<file path="config.mk">
export PLATFORM = sky130hd
export DESIGN_NAME = tinst_xform
export DESIGN_NICKNAME = d
export VERILOG_FILES = /design/src/rtl/tix_pkg.sv /design/src/rtl/tix_op_select.sv /design/src/rtl/tix_field_extract.sv /design/src/rtl/tinst_xform.sv
export SDC_FILE = /design/constraint.sdc
export NUM_CORES = 1
export LEC_CHECK = 0
export BUFFER_PORTS_ARGS = -buffer_cell sky130_fd_sc_hd__buf_4
export CAP_MARGIN = 40
export CELL_PAD_IN_SITES_DETAIL_PLACEMENT = 1
export CELL_PAD_IN_SITES_GLOBAL_PLACEMENT = 2
export CORE_UTILIZATION = 20
export DETAILED_ROUTE_END_ITERATION = 10
export PLACE_DENSITY_LB_ADDON = 0.1
export SYNTH_ARGS = -nofsm -noshare
export SYNTH_HDL_FRONTEND = slang
export SYNTH_HIERARCHICAL = 1
export SYNTH_SLANG_ARGS = --single-unit
</file>
<file path="constraint.sdc">
create_clock -name vclk -period 1.7
set_input_delay 0 -clock vclk [all_inputs]
set_output_delay 0 -clock vclk [all_outputs]
set_load 0.01 [all_outputs]
</file>
<file path="src/rtl/tix_pkg.sv">
package tix_pkg;
  localparam int INSN_W = 32;
  localparam int HALF_W = 16;
  localparam int IMM_W  = 12;
  localparam int REG_W  = 5;
  localparam int F3_W   = 3;

  localparam logic [1:0] QUAD0 = 2'b00;
  localparam logic [1:0] QUAD1 = 2'b01;
  localparam logic [1:0] QUAD2 = 2'b10;
  localparam logic [1:0] WIDE  = 2'b11;

  localparam logic [1:0] XW32 = 2'd0;

  // Decoded memory operation class
  typedef struct packed {
    logic valid;
    logic store;
    logic fp;
    logic dword;
    logic sp_rel;
  } xop_t;
endpackage

</file>
<file path="src/rtl/tix_op_select.sv">
module tix_op_select
  import tix_pkg::*;
(
  input  logic [1:0] quad_i,
  input  logic [2:0] func_i,
  input  logic [1:0] xlen_i,
  output xop_t       op_o
);
  logic wide128;
  logic narrow32;

  assign wide128  = xlen_i[1];
  assign narrow32 = (xlen_i == XW32);

  always_comb begin
    op_o = '0;
    if (quad_i == QUAD0 || quad_i == QUAD2) begin
      op_o.sp_rel = (quad_i == QUAD2);
      op_o.store  = func_i[2];
      unique case (func_i[1:0])
        2'd1: begin
          op_o.valid = !wide128;
          op_o.fp    = 1'b1;
          op_o.dword = 1'b1;
        end
        2'd2: begin
          op_o.valid = 1'b1;
        end
        2'd3: begin
          op_o.valid = 1'b1;
          op_o.fp    = narrow32;
          op_o.dword = !narrow32;
        end
        default: op_o.valid = 1'b0;
      endcase
      if (!op_o.valid) op_o = '0;
    end
  end
endmodule

</file>
<file path="src/rtl/tix_field_extract.sv">
module tix_field_extract
  import tix_pkg::*;
(
  input  logic [HALF_W-1:0] half_i,
  input  xop_t              op_i,
  output logic [REG_W-1:0]  reg_o,
  output logic [IMM_W-1:0]  imm_o
);
  logic [IMM_W-1:0] q0_w, q0_d, q2_lw, q2_ld, q2_sw, q2_sd;

  assign q0_w  = IMM_W'({half_i[5], half_i[12:10], half_i[6], 2'b00});
  assign q0_d  = IMM_W'({half_i[6:5], half_i[12:10], 3'b000});
  assign q2_lw = IMM_W'({half_i[3:2], half_i[12], half_i[6:4], 2'b00});
  assign q2_ld = IMM_W'({half_i[4:2], half_i[12], half_i[6:5], 3'b000});
  assign q2_sw = IMM_W'({half_i[8:7], half_i[12:9], 2'b00});
  assign q2_sd = IMM_W'({half_i[9:7], half_i[12:10], 3'b000});

  always_comb begin
    if (!op_i.sp_rel) begin
      reg_o = {2'b01, half_i[4:2]};
      imm_o = op_i.dword ? q0_d : q0_w;
    end else if (op_i.store) begin
      reg_o = half_i[6:2];
      imm_o = op_i.dword ? q2_sd : q2_sw;
    end else begin
      reg_o = half_i[11:7];
      imm_o = op_i.dword ? q2_ld : q2_lw;
    end
  end
endmodule

</file>
<file path="src/rtl/tinst_xform.sv">
module tinst_xform
  import tix_pkg::*;
(
  input  logic [31:0] insn_i,
  input  logic [1:0]  xlen_sel_i,
  output logic [31:0] tinst_o
);
  localparam int OFS_LO = 15;
  localparam int OFS_HI = OFS_LO + REG_W - 1;

  xop_t             op;
  logic [REG_W-1:0] rsel;
  logic [IMM_W-1:0] imm;
  logic [F3_W-1:0]  funct3;
  logic [6:0]       opcode;
  logic [INSN_W-1:0] expanded;

  tix_op_select u_sel (
    .quad_i (insn_i[1:0]),
    .func_i (insn_i[15:13]),
    .xlen_i (xlen_sel_i),
    .op_o   (op)
  );

  tix_field_extract u_fld (
    .half_i (insn_i[HALF_W-1:0]),
    .op_i   (op),
    .reg_o  (rsel),
    .imm_o  (imm)
  );

  assign funct3 = {2'b01, op.dword};
  assign opcode = {1'b0, op.store, 2'b00, op.fp, 2'b11};

  always_comb begin
    if (op.store)
      expanded = {imm[11:5], rsel, {REG_W{1'b0}}, funct3, imm[4:0], opcode};
    else
      expanded = {imm, {REG_W{1'b0}}, funct3, rsel, opcode};
    if (insn_i[1:0] == WIDE)
      tinst_o = insn_i;
    else if (op.valid)
      tinst_o = expanded & ~32'h2;
    else
      tinst_o = '0;
  end

  always_comb begin
    if (insn_i[1:0] == WIDE)
      p_passthru_r1: assert (tinst_o == insn_i);
    if (insn_i[1:0] == QUAD1)
      p_quad1_zero_r2: assert (tinst_o == '0);
    if (insn_i[1:0] != WIDE) begin
      p_offset_zero_r9: assert (tinst_o[OFS_HI:OFS_LO] == '0 && !tinst_o[1]);
      if (tinst_o != '0)
        p_opcode_legal_r8: assert (tinst_o[6:0] == 7'b0000001 ||
                                   tinst_o[6:0] == 7'b0100001 ||
                                   tinst_o[6:0] == 7'b0000101 ||
                                   tinst_o[6:0] == 7'b0100101);
    end
  end
endmodule

</file>
# == Word level (Yosys, flattened, before mapping) ==
# Cells that the tools add are included.
# classes
muxes,15
reduce_logical,6
eq_ne,5
# op_table
op,count
$mux 32,2
$mux 25,1
$mux 12,2
$mux 5,4
$mux 9,2
$eq 2x2->1 const B,4
$mux 8,1
$logic_not 2->1,2
$pmux 2 s2,1
$eq 2x1->1 const B,1
$logic_not 1->1,2
$pmux 1 s2,1
$reduce_or 2->1,1
$logic_or 1x1->1,1
$mux 1,1
# word_totals
elab_cells,26
output_inout_bits,32
register_bits,0
in_bits,34

# == Logic depth before layout (Yosys ltp) ==
# depth
word_depth,12
mapped_depth,7
mapped_depth_nobuf,6

# == Hierarchy ==
# Netlist, hierarchy kept.
# by_module_without_submodules
mod,cells_per_inst,area_per_inst_um2,seq_area_each_um2,n_inst
tinst_xform,73,525.5,0.0,1
tix_field_extract,30,257.7,0.0,1
tix_op_select,11,73.8,0.0,1

# == Least setup slack after synthesis ==
# OpenSTA, ideal clock, no wires.
# synth_path
path_type,input -> output
startpoint,input xlen_sel_i[1]
endpoint,output tinst_o[24]
n_path_buf,1
cell_stages,7
required_ns,1.700
slack_ns,0.378
t_arrival_ns,1.322
path_cell_list,nand2b_1 > a21oi_1 > buf_6 > nand2b_4 > mux2_4 > mux2i_1 > o2bb2ai_2
# synth_rtl
element,line,text
"start, declared",tinst_xform.sv:5,"input logic [1:0] xlen_sel_i,"
"end, declared",tinst_xform.sv:6,output logic [31:0] tinst_o

==> impl_metrics.ini <==
[power]
combPwrFrac = 1.000
clkPwrFrac = 0
switchingPower_mw = 0.171
p_int_mw = 0.195
powerDensity_nw_per_um2 = 265
power_frac_seq = 0
swShare = 0.468
ir_drop_v = 0.000104
p_leak_nw = 0.667

[flow_run]
maxCapViolations = 0

[final_layout]
seq_cell_count = 0
ff_latch_area_sq_um = 0
multiInputGateArea_sq_um = 754
nets = 210
diodes = 0
fin_area_sq_um = 1380
layout.cells.non_filler = 224
synthToLayoutAreaGrowth_pct = 61.2
num-clock-buffers = 0
fillerInstances = 516
layout-drive-gt1-share = 0.523

[setup_path]
required_ns = 1.70
path_max_fanout = 18
critical_path_class = input pin to output port
startpoint_type = input pin
arrival_ns = 1.51
worstSetupEndpointType = output port

[synth]
synth_cell_type_count = 24
yosys.area.top_type_share = 0.187
synthTopCellsByArea = mux2i_1 19%, o2bb2ai_2 16%, mux2_4 8.8%, buf_4 7.9%, and3_1 6.6%
syn_inst = 114
synth-compound-area-share = 0.288
synth_top_family_by_area = simple AND/OR/NAND/NOR gates
yosys_warnings = 6
synth.avg_cell_area_sq_um = 7.52
synth_mux_area_frac = 0.274
syn-cell-area_sq_um = 857
synthXorXnorAreaFrac = 0
yosys.area.top_type = mux2i_1
synthSimpleGateAreaFrac = 0.292
yosysSeqAreaShare = 0
synth_fa_ha_area_frac = 0

[worst_hold_path]
hold_path.class = input pin to output port
hold_depth = 3

[floorplanning]
ioPinCount = 66
coreArea_sq_um = 4060
die_x_um = 67.5
start_util = 0.211
die_h_um = 67.5
num_rows = 23
die_area_sq_um = 4550

[sta]
setup_violations = 0
finalHoldViolCount = 0
max_slew_margin = 0.635
worst_pin_slew_ns = 0.548
worst_slack_ns = 0.186
period_share = 0.891
final.setup.tns_ns = 0
timing.fmax_mhz = 661
period_needed_ns = 1.51
slew_viol_final = 0
rsz0062_at_grt = false

[global_route]
use_met2 = 0.236
grt_usage = 0.131
grt_first_pass_wirelength_um = 4720
grtUsageMet1 = 0.181
grt_overflow = 0
antenna_found_initial = 0
use_met3 = 0
grt_busiest_layer = met2
grt_max_degree = 23
grt_pass1_vias = 1003

[place]
numPortBuffers = 66
placed_cell_area_sq_um = 1380
dpl.hpwl_um = 2460
gp_congestion = 0.784
dp_cells = 224
dp_slack_ns = 0.158

[drt]
ant_nets = 0
first_pass_iters = 4
drc_errors = 0
viasPerCell = 4.80
drt-wirelength-per-cell_um = 13.6
drt_iter0_markers = 34
wl_um = 3060
dr_total_vias = 1075

[clocking]
holdBufCountCts = 0
cts_setup_buffers = 0
cts_resized = 0

[status]
outcome = complete, no violations
==> final cells by class <==
cell class	instances	share of cell area
inverter	1	0.00272
multi-input combinational	100	0.546
tap	50	0.0453
timing repair buffer	73	0.406
==> critical path: stages <==
cell	delay, ns
buf_4	0.17
nand2b_1	0.18
a21oi_2	0.19
nand2b_4	0.24
mux2_4	0.32
mux2i_1	0.18
o2bb2ai_2	0.07
buf_4	0.16
==> power groups by stage <==
stage                     clock, mW  sequential (mW)  combinational, mW
after floorplan                   0                0              0.200
after global placement            0                0              0.363
after detailed placement          0                0              0.371
after CTS                         0                0              0.372
after global routing              0                0              0.399
final                             0                0              0.366
==> cells by family (layout without fill, tap and decap cells) <==
group / after synthesis / after routing
compound gates: 28 / 28
buf+inv: 18 / 74
mux: 21 / 21
other cells: 1 / 5
simple gates: 46 / 46
==> layout by cell type (no fill, tap or decap), types with 2 or more instances in the layout <==
cell type and count:
buf_4 72, nand2b_4 2, o2bb2ai_2 9, mux2_4 5, and3_1 9, nand2_1 14
a21oi_1 3, a211oi_1 3, nor2_1 3, conb_1 5, mux2i_1 16, o21ai_1 10
nand3_1 11, nand2b_1 3
==> metrics by stage <==
step / hold WS (ns) / util / power (mW)
2_1_floorplan: 0.110 / - / 0.200
4_1_cts: 0.285 / 0.340 / 0.372
5_1_grt: 0.290 / 0.340 / 0.399
6_report: 0.282 / 0.340 / 0.366
3_3_place_gp: 0.281 / 0.340 / 0.363
3_5_place_dp: 0.285 / 0.340 / 0.371
==> cells in the mapped netlist <==
cell        n
nand3_1    11
o21ai_1    10
a211oi_1    3
o2bb2ai_1   1
nor3b_1     1
conb_1      1
nand2b_1    3
a21bo_1     1
or2_1       1
and2_4      1
buf_2       4
inv_1       1
nand2b_4    2
mux2i_1    16
buf_6       2
buf_4       9
mux2_4      5
clkbuf_1    2
o2bb2ai_2   9
nor2b_1     1
a21oi_1     4
and3_1      9
nor2_1      3
nand2_1    14
==> metal layers <==
layer | wire length, um | up-vias
li1 | - | 530
met1 | 1370 | 510
met2 | 1580 | 33
met3 | 95 | 2
met4 | 14 | 0
met5 | 0 | -
==> path summary, 6_finish.rpt <==
check                      start     endpoint  slack [ns]
worst max-delay path   insn_i[0]  tinst_o[21]        0.19
worst min-delay path  insn_i[23]  tinst_o[23]        0.28
No activity file was read; power rests on OpenSTA's default activity.
